### src/rtl/clksrc_pkg.sv
package clksrc_pkg;
  localparam int CW = 16;
  // bit positions of the control word
  localparam int B_EN         = 1;
  localparam int B_LOOP_CLOSE = 2;
  localparam int B_FREEZE     = 3;
  localparam int B_DROP_WAKE  = 4;
  localparam int B_USB_REC    = 5;
  localparam int B_KEEP_STBY  = 6;
  localparam int B_ON_REQ     = 7;
  localparam int B_NO_CHILL   = 8;
  localparam int B_NO_QUICK   = 9;
  localparam int B_SKIP_COARS = 10;
  localparam int B_HOLD_LOCK  = 11;
  localparam logic [CW-1:0] CTRL_RST   = 16'h0080;
  localparam logic [CW-1:0] CTRL_WMASK = 16'h0FFE;
endpackage

### src/rtl/clksrc_ctrl_reg.sv
module clksrc_ctrl_reg
  import clksrc_pkg::*;
#(
  parameter int SYNC_LAT = 3
) (
  input  logic          clk_i,
  input  logic          rst_ni,
  input  logic          wr_en_i,
  input  logic          wr_prot_i,
  input  logic [CW-1:0] wr_data_i,
  output logic [CW-1:0] rd_data_o,
  output logic          ready_o,
  output logic [CW-1:0] applied_o
);
  localparam int CNTW = $clog2(SYNC_LAT + 1);
  localparam logic [CNTW-1:0] LAT = CNTW'(SYNC_LAT);

  logic [CNTW-1:0] cnt_q;
  logic [CW-1:0]   ctrl_q, applied_q;
  logic            wr_acc;

  assign ready_o = (cnt_q == '0);
  assign wr_acc  = wr_en_i & ~wr_prot_i & ready_o;

  always_ff @(posedge clk_i or negedge rst_ni) begin
    if (!rst_ni) begin
      cnt_q     <= '0;
      ctrl_q    <= CTRL_RST;
      applied_q <= CTRL_RST;
    end else if (wr_acc) begin
      ctrl_q <= wr_data_i & CTRL_WMASK;
      cnt_q  <= LAT;
    end else if (!ready_o) begin
      cnt_q <= cnt_q - 1'b1;
      if (cnt_q == CNTW'(1)) applied_q <= ctrl_q;
    end
  end

  assign rd_data_o = ctrl_q;
  assign applied_o = applied_q;

  a_r3_busy_after_write: assert property (@(posedge clk_i) disable iff (!rst_ni)
    (wr_en_i && !wr_prot_i && ready_o) |=> !ready_o);
  a_r4_busy_write_ignored: assert property (@(posedge clk_i) disable iff (!rst_ni)
    (wr_en_i && !ready_o) |=> $stable(rd_data_o));
  a_r5_prot_write_ignored: assert property (@(posedge clk_i) disable iff (!rst_ni)
    (wr_prot_i && ready_o) |=> ($stable(rd_data_o) && ready_o));
  a_r3_applied_only_on_ready: assert property (@(posedge clk_i) disable iff (!rst_ni)
    !$stable(applied_o) |-> ready_o);
endmodule

### src/rtl/clksrc_run_decide.sv
module clksrc_run_decide #(
  parameter int NREQ = 4
) (
  input  logic            en_i,
  input  logic            on_req_i,
  input  logic            keep_stby_i,
  input  logic            standby_i,
  input  logic [NREQ-1:0] req_i,
  output logic            run_o
);
  logic any_req;
  assign any_req = |req_i;

  always_comb begin
    if (!en_i)                        run_o = 1'b0;
    else if (on_req_i)                run_o = any_req;
    else if (standby_i && !keep_stby_i) run_o = any_req;
    else                              run_o = 1'b1;
  end
endmodule

### src/rtl/clksrc_lock_gate.sv
module clksrc_lock_gate (
  input  logic clk_i,
  input  logic rst_ni,
  input  logic run_i,
  input  logic standby_i,
  input  logic coarse_set_i,
  input  logic fine_set_i,
  input  logic drop_on_wake_i,
  input  logic hold_for_lock_i,
  output logic coarse_o,
  output logic fine_o,
  output logic valid_o
);
  logic stby_q, slept_stop_q, coarse_q, fine_q;
  logic wake, drop;

  assign wake = stby_q & ~standby_i;
  assign drop = wake & drop_on_wake_i & slept_stop_q;

  always_ff @(posedge clk_i or negedge rst_ni) begin
    if (!rst_ni) begin
      stby_q       <= 1'b0;
      slept_stop_q <= 1'b0;
      coarse_q     <= 1'b0;
      fine_q       <= 1'b0;
    end else begin
      stby_q <= standby_i;
      if (wake)                    slept_stop_q <= 1'b0;
      else if (standby_i && !run_i) slept_stop_q <= 1'b1;
      if (drop) begin
        coarse_q <= 1'b0;
        fine_q   <= 1'b0;
      end else begin
        if (coarse_set_i && run_i) coarse_q <= 1'b1;
        if (fine_set_i && run_i)   fine_q   <= 1'b1;
      end
    end
  end

  assign coarse_o = coarse_q;
  assign fine_o   = fine_q;
  assign valid_o  = run_i & (~hold_for_lock_i | fine_q);

  a_r11_drop_on_wake: assert property (@(posedge clk_i) disable iff (!rst_ni)
    (wake && drop_on_wake_i && slept_stop_q) |=> (!coarse_o && !fine_o));
  a_r10_hold_when_idle: assert property (@(posedge clk_i) disable iff (!rst_ni)
    (!run_i && !wake) |=> ($stable(coarse_o) && $stable(fine_o)));
  a_r11_keep_without_drop: assert property (@(posedge clk_i) disable iff (!rst_ni)
    (!drop_on_wake_i && fine_o) |=> fine_o);
endmodule

### src/rtl/clksrc_run_ctrl.sv
module clksrc_run_ctrl
  import clksrc_pkg::*;
#(
  parameter int NREQ     = 4,
  parameter int SYNC_LAT = 3
) (
  input  logic            clk_i,
  input  logic            rst_ni,
  input  logic            wr_en_i,
  input  logic            wr_prot_i,
  input  logic [CW-1:0]   wr_data_i,
  output logic [CW-1:0]   rd_data_o,
  output logic            sync_ready_o,
  output logic [CW-1:0]   cfg_o,
  input  logic [NREQ-1:0] periph_req_i,
  input  logic            standby_i,
  input  logic            coarse_set_i,
  input  logic            fine_set_i,
  output logic            osc_run_o,
  output logic            clk_valid_o,
  output logic            coarse_lock_o,
  output logic            fine_lock_o
);
  logic [CW-1:0] applied;

  clksrc_ctrl_reg #(.SYNC_LAT(SYNC_LAT)) u_reg (
    .clk_i, .rst_ni, .wr_en_i, .wr_prot_i, .wr_data_i,
    .rd_data_o, .ready_o(sync_ready_o), .applied_o(applied)
  );

  clksrc_run_decide #(.NREQ(NREQ)) u_run (
    .en_i(applied[B_EN]), .on_req_i(applied[B_ON_REQ]),
    .keep_stby_i(applied[B_KEEP_STBY]), .standby_i,
    .req_i(periph_req_i), .run_o(osc_run_o)
  );

  clksrc_lock_gate u_lock (
    .clk_i, .rst_ni, .run_i(osc_run_o), .standby_i,
    .coarse_set_i, .fine_set_i,
    .drop_on_wake_i(applied[B_DROP_WAKE]), .hold_for_lock_i(applied[B_HOLD_LOCK]),
    .coarse_o(coarse_lock_o), .fine_o(fine_lock_o), .valid_o(clk_valid_o)
  );

  assign cfg_o = applied;

  a_r6_off_when_disabled: assert property (@(posedge clk_i) disable iff (!rst_ni)
    !cfg_o[B_EN] |-> !osc_run_o);
  a_r7_no_request_no_run: assert property (@(posedge clk_i) disable iff (!rst_ni)
    (cfg_o[B_ON_REQ] && periph_req_i == '0) |-> !osc_run_o);
  a_r9_valid_needs_run: assert property (@(posedge clk_i) disable iff (!rst_ni)
    clk_valid_o |-> osc_run_o);
  a_r9_valid_needs_lock: assert property (@(posedge clk_i) disable iff (!rst_ni)
    (cfg_o[B_HOLD_LOCK] && !fine_lock_o) |-> !clk_valid_o);
endmodule

### config.mk
export PLATFORM = sky130hd
export DESIGN_NAME = clksrc_run_ctrl
export DESIGN_NICKNAME = d
export VERILOG_FILES = /design/src/rtl/clksrc_pkg.sv /design/src/rtl/clksrc_ctrl_reg.sv /design/src/rtl/clksrc_run_decide.sv /design/src/rtl/clksrc_lock_gate.sv /design/src/rtl/clksrc_run_ctrl.sv
export SDC_FILE = /design/constraint.sdc
export NUM_CORES = 1
export LEC_CHECK = 0
export BUFFER_PORTS_ARGS = -buffer_cell sky130_fd_sc_hd__buf_2
export CAP_MARGIN = 20
export CORE_ASPECT_RATIO = 0.9
export CORE_MARGIN = 2
export CORE_UTILIZATION = 45
export CTS_BUF_LIST = sky130_fd_sc_hd__clkbuf_8 sky130_fd_sc_hd__clkbuf_16
export DETAILED_ROUTE_END_ITERATION = 10
export PLACE_DENSITY = 0.88
export SETUP_SLACK_MARGIN = 0.02
export SLEW_MARGIN = 20
export SYNTH_ARGS = -nofsm -noshare
export SYNTH_HDL_FRONTEND = slang
export SYNTH_SLANG_ARGS = --single-unit
### constraint.sdc
create_clock -name clk_i -period 3.4 [get_ports clk_i]
set_input_delay 0.68 -clock clk_i [delete_from_list [all_inputs] [get_ports clk_i]]
set_output_delay 0.68 -clock clk_i [all_outputs]
set_load 0.01 [all_outputs]
After elaboration in Yosys (flattened, before gate mapping)
Cells that the tools add are included.

cells by class
  mux-type cells = 11
  bitwise logic cells = 12
  $add $sub $neg = 1
  eq/ne operators = 2
  reductions and logical operators = 12

operators by type and width
  cell                                               number
  two-way mux 1 bit                                  9
  AND 1 bit                                          6
  nonzero test 2 bit                                 3
  inverter 1 bit                                     5
  logical AND 1 bit                                  4
  two-way mux 2 bit                                  2
  OR reduction 4 bit                                 1
  AND reduction 3 bit                                1
  == test 2 x 1 -> 1 bit (second input constant)     1
  logical NOT 1 bit                                  2
  logical NOT 2 bit                                  1
  inequality test 2 bit (second input constant)      1
  subtractor 2 x 1 -> 2 bit (second input constant)  1
  bitwise OR 1 bit                                   1

word-level totals
  flip-flop bits (word level) = 28
  logic and storage cells = 45
  bits of input ports = 27
  output and inout port bits = 37

Depth between registers and ports, before layout
Gate-level depths: netlist of the first run.

  word-level depth = 9
  mapped depth = 5
  gate-level depth less buffers = 4

Hierarchy
Synthesis of the first run repeated with hierarchy kept, for this count alone.

second synthesis, totals
  cell total of the unflattened synthesis = 86
  area total of the unflattened synthesis = 1,247.4 um^2

modules (own cells, without submodules)
  module             sequential area each (um^2)  cells each  area an instance (um^2)  instances
  clksrc_ctrl_reg    603.1                        68          1,066.0                  1
  clksrc_lock_gate   100.1                        14          157.7                    1
  clksrc_run_decide  0.0                          4           23.8                     1

Worst setup path before layout of the first run
No wires, ideal clock.

  kind = in2out
  from = input port standby_i
  to = output port clk_valid_o
  path buffers = 0
  data arrival time = 1.312 ns
  required time = 2.720 ns
  setup slack = 1.408 ns
  cell stages on the path = 3
  path through = nor2b_1 o21a_1 nor3b_1

between the ends
  cells in the longest elaborated chain, start to end = 5

RTL lines
  what                RTL line                 RTL
  start: declaration  clksrc_run_ctrl.sv:16    input logic standby_i,
  logical AND 1 bit   clksrc_run_decide.sv:17  else if (standby_i && !keep_stby_i) run_o = any_req;
  two-way mux 1 bit   clksrc_run_decide.sv:17
  two-way mux 1 bit   clksrc_run_decide.sv:16  else if (on_req_i) run_o = any_req;
  two-way mux 1 bit   clksrc_run_decide.sv:15  if (!en_i) run_o = 1'b0;
  AND 1 bit           clksrc_lock_gate.sv:42   assign valid_o = run_i & (~hold_for_lock_i | fine_q);
  end: declaration    clksrc_run_ctrl.sv:20    output logic clk_valid_o,

Every way passes these cells.

Worst setup path after layout of the first run
  from = input port periph_req_i[1]
  to = output port clk_valid_o

between the ends
  cells in the longest elaborated chain, start to end = 5

RTL lines
  what                  RTL line                 RTL
  start: declaration    clksrc_run_ctrl.sv:15    input logic [NREQ-1:0] periph_req_i,
  OR reduction 4 bit *  clksrc_run_decide.sv:12  assign any_req = |req_i;
  two-way mux 1 bit     clksrc_run_decide.sv:17
  two-way mux 1 bit *   clksrc_run_decide.sv:16
  two-way mux 1 bit *   clksrc_run_decide.sv:15
  AND 1 bit *           clksrc_lock_gate.sv:42

Every way passes the cells marked *; elsewhere a longest branch is shown, timed or not.

==> impl_metrics.py, run 1 <==
metrics = {
    "yosys": {
        "ys_top_cells_by_area": "dfrtp_1, mux2_4, mux2_2, buf_4, dfstp_2",
        "syn_avg_cell_area_um2": 13.52,
        "netlist_instances": 97,
        "synth.distinct_cells": 22,
        "netlist.area_leader.share_pct": 49.62,
        "ys_seq_area_share_pct": 53.63,
        "async_reset_ff_share_pct": 100.0,
        "netlist_area_um2": 1311,
        "ys_seq_elements": 28,
        "synth_edf_count": 0,
        "ys.flop_type": "dfrtp_1",
        "yosys_warnings": 0,
        "yosys.area.top_type": "dfrtp_1",
    },
    "critical_path": {
        "crit_path_frequent_cell": "buf_2",
        "start_kind": "input pin",
        "critPathMaxStageDelay_ps": 300,
        "crit_slowest_cell": "nor4_2",
        "r2r_cells": 3,
        "r2r-end": "u_reg.applied_o[1]$_DFFE_PN0P_",
        "r2r-start": "u_reg.cnt_q[1]$_DFFE_PN0P_",
        "r2r_setup_slack_ps": 1950,
        "path_class": "in2out",
        "cp_top_family": "simple AND/OR/NAND/NOR gates",
        "critical_path.cell_chain": "buf_2 > nor4_2 > o21a_1 > nor3b_1 > buf_2",
        "cp.depth": 5,
        "crit_path_end_kind": "output pin",
        "crit_required_ps": 2720,
        "crit_fanout": 4,
        "worstPathArrival_ps": 1510,
        "crit_end": "clk_valid_o",
        "cp-startpoint": "periph_req_i[1]",
        "crit_buf_inv": 2,
    },
    "clock_network": {
        "post_cts_buffers": 0,
        "cts_root_buf": "clkbuf_8",
        "cts_hold_buffers": 0,
        "cts-resized-gates": 0,
        "clock_sinks": 28,
        "cts_tree": "done",
        "clk_pin_slew_ps": 90,
        "clock_latency_ps": 280,
        "numCtsBuffers": 3,
        "cts.htree.levels": 1,
        "clk_path_buf_depth": 2,
    },
    "timing": {
        "hold_viol": 0,
        "slew_viol_final": 0,
        "layout_setup_ws_ps": 1206,
        "slew_headroom_pct": 60.11,
        "holdWs_ps": 398.5,
        "fin_skew_ps": 7.317,
        "tightest_slew_ps": 598.3,
        "fin_crit_sh_pct": 64.54,
        "timing.setup.tns_ps": 0,
        "max_freq_mhz": 455.7,
        "rsz0062_at_grt": "false",
        "setup_viol": 0,
        "period_needed_ps": 2194,
    },
    "flow_run": {
        "maxCapViolCount": 0,
    },
    "route": {
        "wire_per_inst_um": 13.24,
        "drt-total-wl_um": 2397,
        "drt_iter0_drc": 3,
        "ant_nets": 0,
        "vias": 842,
        "viasPerCell": 4.652,
        "drc": 0,
        "dr.pass1.iters": 3,
    },
    "layout": {
        "areaGrowthSynthToFinish_pct": 19.08,
        "n_fill_cell": 244,
        "mostFrequentLayoutCell": "buf_2",
        "final_cell_mix": "buf_2, dfrtp_1, mux2_2",
        "final_nets": 171,
        "final_layout_size_suffix_gt1_share_pct": 55.32,
        "layout.cells.non_filler": 181,
        "diodes": 0,
    },
    "grt": {
        "track_usage_pct": 16.59,
        "grt_max_degree": 29,
        "grt-ovfl-total": 0,
        "grt_antenna_before_repair": 0,
        "grt_pass1_wl_um": 4140,
        "grt_pass1_vias": 904,
    },
    "status": {
        "outcome": "completed",
    },
    "place": {
        "routabilityCongestion": 0.6433,
        "dp.cells": 177,
        "place_ws_ps": 1181,
        "dp.final_hpwl_um": 1822,
        "portBuffers": 48,
    },
    "die": {
        "die_w_um": 60.90,
        "die_h_um": 55.21,
        "num_rows": 18,
        "ios": 64,
        "initial_core_util_pct": 47.34,
        "die-area_um2": 3362,
        "coreArea_um2": 2770,
    },
    "pwr": {
        "power.density_nw_per_um2": 925.4,
        "p_leak_uw": 0.0008379,
        "ir_worst_vdd_mv": 0.4279,
    },
    "worst_hold_path": {
        "hp-class": "in2async",
    },
}
==> state kept, by name (all words and copies together) (netlist names) <==
| signal | cells |
|---|---|
| u_reg.applied_o | 11 |
| u_reg.rd_data_o | 11 |
| u_reg.cnt_q | 2 |
| u_lock.coarse_o | 1 |
| u_lock.fine_o | 1 |
| u_lock.slept_stop_q | 1 |
| u_lock.stby_q | 1 |
==> how the worst min path moves through the flow <==
| stage | to | slack, ps | cells past startpoint |
|---|---|---|---|
| after floorplan | u_lock.coarse_o$_DFFE_PN0P_ | 380 | 0 |
| after global placement | u_lock.coarse_o$_DFFE_PN0P_ | 460 | 2 |
| after detailed placement | u_lock.coarse_o$_DFFE_PN0P_ | 480 | 2 |
| after CTS | u_reg.applied_o[5]$_DFFE_PN0P_ | 410 | 1 |
| after global routing | u_reg.applied_o[6]$_DFFE_PN0P_ | 430 | 1 |
| final | u_reg.rd_data_o[3]$_DFFE_PN0P_ | 400 | 1 |
==> metrics by stage <==
stage	area, um2	utilization (%)	total power (uW)
after floorplan	1345	-	1059
after global placement	1506	54.38	1216
after detailed placement	1506	54.38	1254
after CTS	1562	56.37	1464
after global routing	1562	56.37	1551
final	1562	56.37	1445
==> Yosys cell counts, types with 2 or more instances <==
cell,instances
dfrtp_1,26
nand2_1,3
o21ai_0,5
mux2_2,12
mux2_4,10
nor2b_1,3
dfstp_2,2
inv_1,6
buf_4,15
ha_1,2
nand3_1,2
==> metal layers <==
layer | GRT usage (%) | share of wire, %
met5 | 0 | 0
met3 | 3.044 | 7.3
met2 | 27.04 | 49
met1 | 20.25 | 40
met4 | 9.006 | 3.3
==> report_power, final <==
part	internal (uW)	total, uW	switching (uW)	leakage (uW)
registers	504	617	113	0.000329
logic	341	626	285	0.000480
clock network	104	201	97.7	0.0000288
total	949	1450	496	0.000838
==> layout make-up <==
type / instances / area [um2] / area share [%]
tap: 40 / 50.05 / 3.205
timing repair buffer: 48 / 240.2 / 15.38
clock buffer: 4 / 55.05 / 3.526
sequential: 28 / 703.2 / 45.03
inverter: 6 / 22.52 / 1.442
multi-input combinational: 55 / 490.5 / 31.41
==> worst register-to-register path: cells and delay by family, from the launching register on <==
kind	cells	cell delay [ps]
multiplexers	1	400
flip-flops	1	360
buffers and inverters	1	90
adder cells (fa/ha/maj)	1	490
==> logic make-up (layout without fill, tap and decap cells) <==
kind of cell | Yosys count | after routing | synth area share, %
AOI/OAI and AO/OA | 8 | 8 | 3.340
DFF | 28 | 28 | 53.63
other | 1 | 10 | 0.2860
adders and majority gates | 2 | 2 | 1.908
muxes | 23 | 23 | 22.52
and+or+nand+nor | 12 | 12 | 6.775
buffers and inverters | 23 | 58 | 11.55
Power figures use the tool's default switching activity.
==> run 2, diff against run 1 <==
--- a/config.mk
+++ b/config.mk
@@ -5,6 +5,7 @@
 export SDC_FILE = /design/constraint.sdc
 export NUM_CORES = 1
 export LEC_CHECK = 0
+export ABC_AREA = 1
 export BUFFER_PORTS_ARGS = -buffer_cell sky130_fd_sc_hd__buf_2
 export CAP_MARGIN = 20
 export CORE_ASPECT_RATIO = 0.9
==> constraint.sdc (replaced) <==
create_clock -name clk_i -period 2.2 [get_ports clk_i]
set_input_delay 0.44 -clock clk_i [delete_from_list [all_inputs] [get_ports clk_i]]
set_output_delay 0.44 -clock clk_i [all_outputs]
set_load 0.01 [all_outputs]
==> run 2 against run 1 <==
  * Utilization rose by 0.33 points
  * Count of clock-buffer cells in the layout is the same
  * Register-to-register slack lost 1200 ps
  * Sequential cell count unchanged
  * Clock skew shrank 1.6 ps
  * Via count rose by 3.1%
  * Clock power up 55%
  * Critical path depth rose by 1
  * Non-clock buffer count stayed put
==> impl_metrics.py, run 2 <==
metrics = {
    "grt": {
        "grt_pass1_wl_um": 3581,
        "grt_pass1_vias": 798,
        "grt_max_degree": 29,
        "grt-ovfl-total": 0,
        "grt_antenna_before_repair": 0,
        "track_usage_pct": 14.84,
    },
    "yosys": {
        "yosys_warnings": 0,
        "yosys.area.top_type": "dfrtp_1",
        "ys_seq_area_share_pct": 53.68,
        "synth_most_common_cell": "dfrtp_1",
        "ys_top_cells_by_area": "dfrtp_1, mux2_4, buf_4, mux2_2, inv_1",
        "syn_avg_cell_area_um2": 11.59,
        "async_reset_ff_share_pct": 100.0,
        "netlist_area_um2": 1310,
        "netlist_instances": 113,
        "netlist.area_leader.share_pct": 49.67,
        "synth.distinct_cells": 18,
        "ys_seq_elements": 28,
        "synth_commonest_cells": "dfrtp_1, buf_4, inv_1",
        "synth_edf_count": 0,
        "ys.flop_type": "dfrtp_1",
    },
    "layout": {
        "final_nets": 187,
        "finish.utilization_pct": 56.69,
        "final_cell_mix": "buf_2, dfrtp_1, inv_1",
        "layout.cells.non_filler": 197,
        "n_fill_cell": 250,
        "mostFrequentLayoutCell": "buf_2",
        "diodes": 0,
        "final_layout_size_suffix_gt1_share_pct": 48.41,
        "areaGrowthSynthToFinish_pct": 18.91,
    },
    "timing": {
        "fin_crit_sh_pct": 78.47,
        "tightest_slew_ps": 595.0,
        "holdWs_ps": 163.7,
        "slew_viol_final": 0,
        "setup_viol": 0,
        "slew_headroom_pct": 60.33,
        "max_freq_mhz": 579.3,
        "rsz0062_at_grt": "false",
        "hold_viol": 0,
        "period_needed_ps": 1726,
        "timing.setup.tns_ps": 0,
        "fin_skew_ps": 5.766,
    },
    "route": {
        "ant_nets": 0,
        "drc": 0,
        "wire_per_inst_um": 11.66,
        "vias": 868,
        "drt-total-wl_um": 2297,
        "drt_iter0_drc": 11,
        "dr.pass1.iters": 4,
        "viasPerCell": 4.406,
    },
    "clock_network": {
        "post_cts_buffers": 0,
        "numCtsBuffers": 3,
        "clock_sinks": 28,
        "clk_pin_slew_ps": 90,
        "cts.htree.levels": 1,
        "cts_root_buf": "clkbuf_8",
        "cts_hold_buffers": 0,
        "clk_path_buf_depth": 2,
        "clock_latency_ps": 270,
        "cts_tree": "done",
        "cts-resized-gates": 0,
    },
    "status": {
        "outcome": "completed",
    },
    "critical_path": {
        "r2r_cells": 4,
        "crit_end": "clk_valid_o",
        "r2r-end": "u_reg.rd_data_o[1]$_DFFE_PN0P_",
        "crit_fanout": 3,
        "start_kind": "flop",
        "cp-startpoint": "u_reg.applied_o[7]$_DFFE_PN1P_",
        "worstPathArrival_ps": 1290,
        "crit_path_end_kind": "output pin",
        "path_class": "reg2out",
        "crit_required_ps": 1760,
        "r2r-start": "u_reg.cnt_q[0]$_DFFE_PN0P_",
        "r2r_setup_slack_ps": 710,
    },
    "die": {
        "die_h_um": 55.19,
        "initial_core_util_pct": 47.68,
        "die-area_um2": 3359,
        "num_rows": 18,
        "die_w_um": 60.88,
        "coreArea_um2": 2748,
        "ios": 64,
    },
    "flow_run": {
        "maxCapViolCount": 0,
    },
    "pwr": {
        "total_power_uw": 2180,
        "ir_worst_vdd_mv": 0.8125,
        "p_leak_uw": 0.0008771,
        "power.density_nw_per_um2": 1399,
    },
    "worst_hold_path": {
        "hp-class": "in2async",
    },
    "place": {
        "routabilityCongestion": 0.7421,
        "dp.final_hpwl_um": 1752,
        "portBuffers": 48,
        "dp.cells": 193,
    },
}
==> run 2: cell types whose count changed after synthesis, moves of 2 or more <==
cell / change
inv_1: +10
nand2_1: +10
a21oi_1: +4
mux2_2: -3
nor2b_1: -3
nor2_1: +2
==> run 2: cell families after synthesis <==
group,share of synthesized area [%]
simple gates,6.878
other cells,0.2863
fa+ha+maj,1.910
compound gates,3.438
flops,53.68
mux,19.20
buf+inv,14.61
==> run 2: how the worst min path moves through the flow <==
stage,slack (ps),cells past startpoint,to
floorplan,140,0,u_lock.coarse_o$_DFFE_PN0P_
global placement,470,1,u_reg.applied_o[10]$_DFFE_PN0P_
detailed placement,480,1,u_reg.rd_data_o[10]$_DFFE_PN0P_
CTS,190,1,u_reg.rd_data_o[10]$_DFFE_PN0P_
global route,210,1,u_reg.applied_o[11]$_DFFE_PN0P_
finish,160,1,u_reg.applied_o[10]$_DFFE_PN0P_
==> run 2: worst max-delay path, cell delays in order (launching register included) <==
cell	delay [ps]
dfstp_2	540
inv_1	50
nand2_1	60
nand2_1	80
nand2_1	110
a21oi_1	50
buf_2	140
==> run 2: area by class of cell <==
| class | count | area [um2] | share of cell area, % |
|---|---|---|---|
| Clock buffer | 4 | 55.05 | 3.534 |
| Inverter | 16 | 60.06 | 3.855 |
| Multi-Input combinational cell | 61 | 449.2 | 28.84 |
| Sequential cell | 28 | 703.2 | 45.14 |
| Tap cell | 40 | 50.05 | 3.213 |
| Timing Repair Buffer | 48 | 240.2 | 15.42 |
==> run 2: power breakdown <==
group | total [uW] | switching (uW) | internal [uW]
Sequential | 935 | 159 | 776
Combinational | 934 | 445 | 489
Clock | 311 | 151 | 160
==> run 2: stage by stage <==
stage                     worst slack (ps)  cell area (um2)
after floorplan                      854.0             1344
after global placement               654.1             1503
after detailed placement             633.3             1503
after CTS                            468.0             1558
after global routing                 368.3             1558
final                                473.8             1558
==> run 2: metal layers <==
metal	wire length, um	GRT usage (%)	share of wire [%]	up-vias
li1	-	-	-	417
met1	992	19.16	43	401
met2	1072	24.91	47	48
met3	220	4.419	9.6	2
met4	11	3.261	0.48	0
met5	0	0	0	-
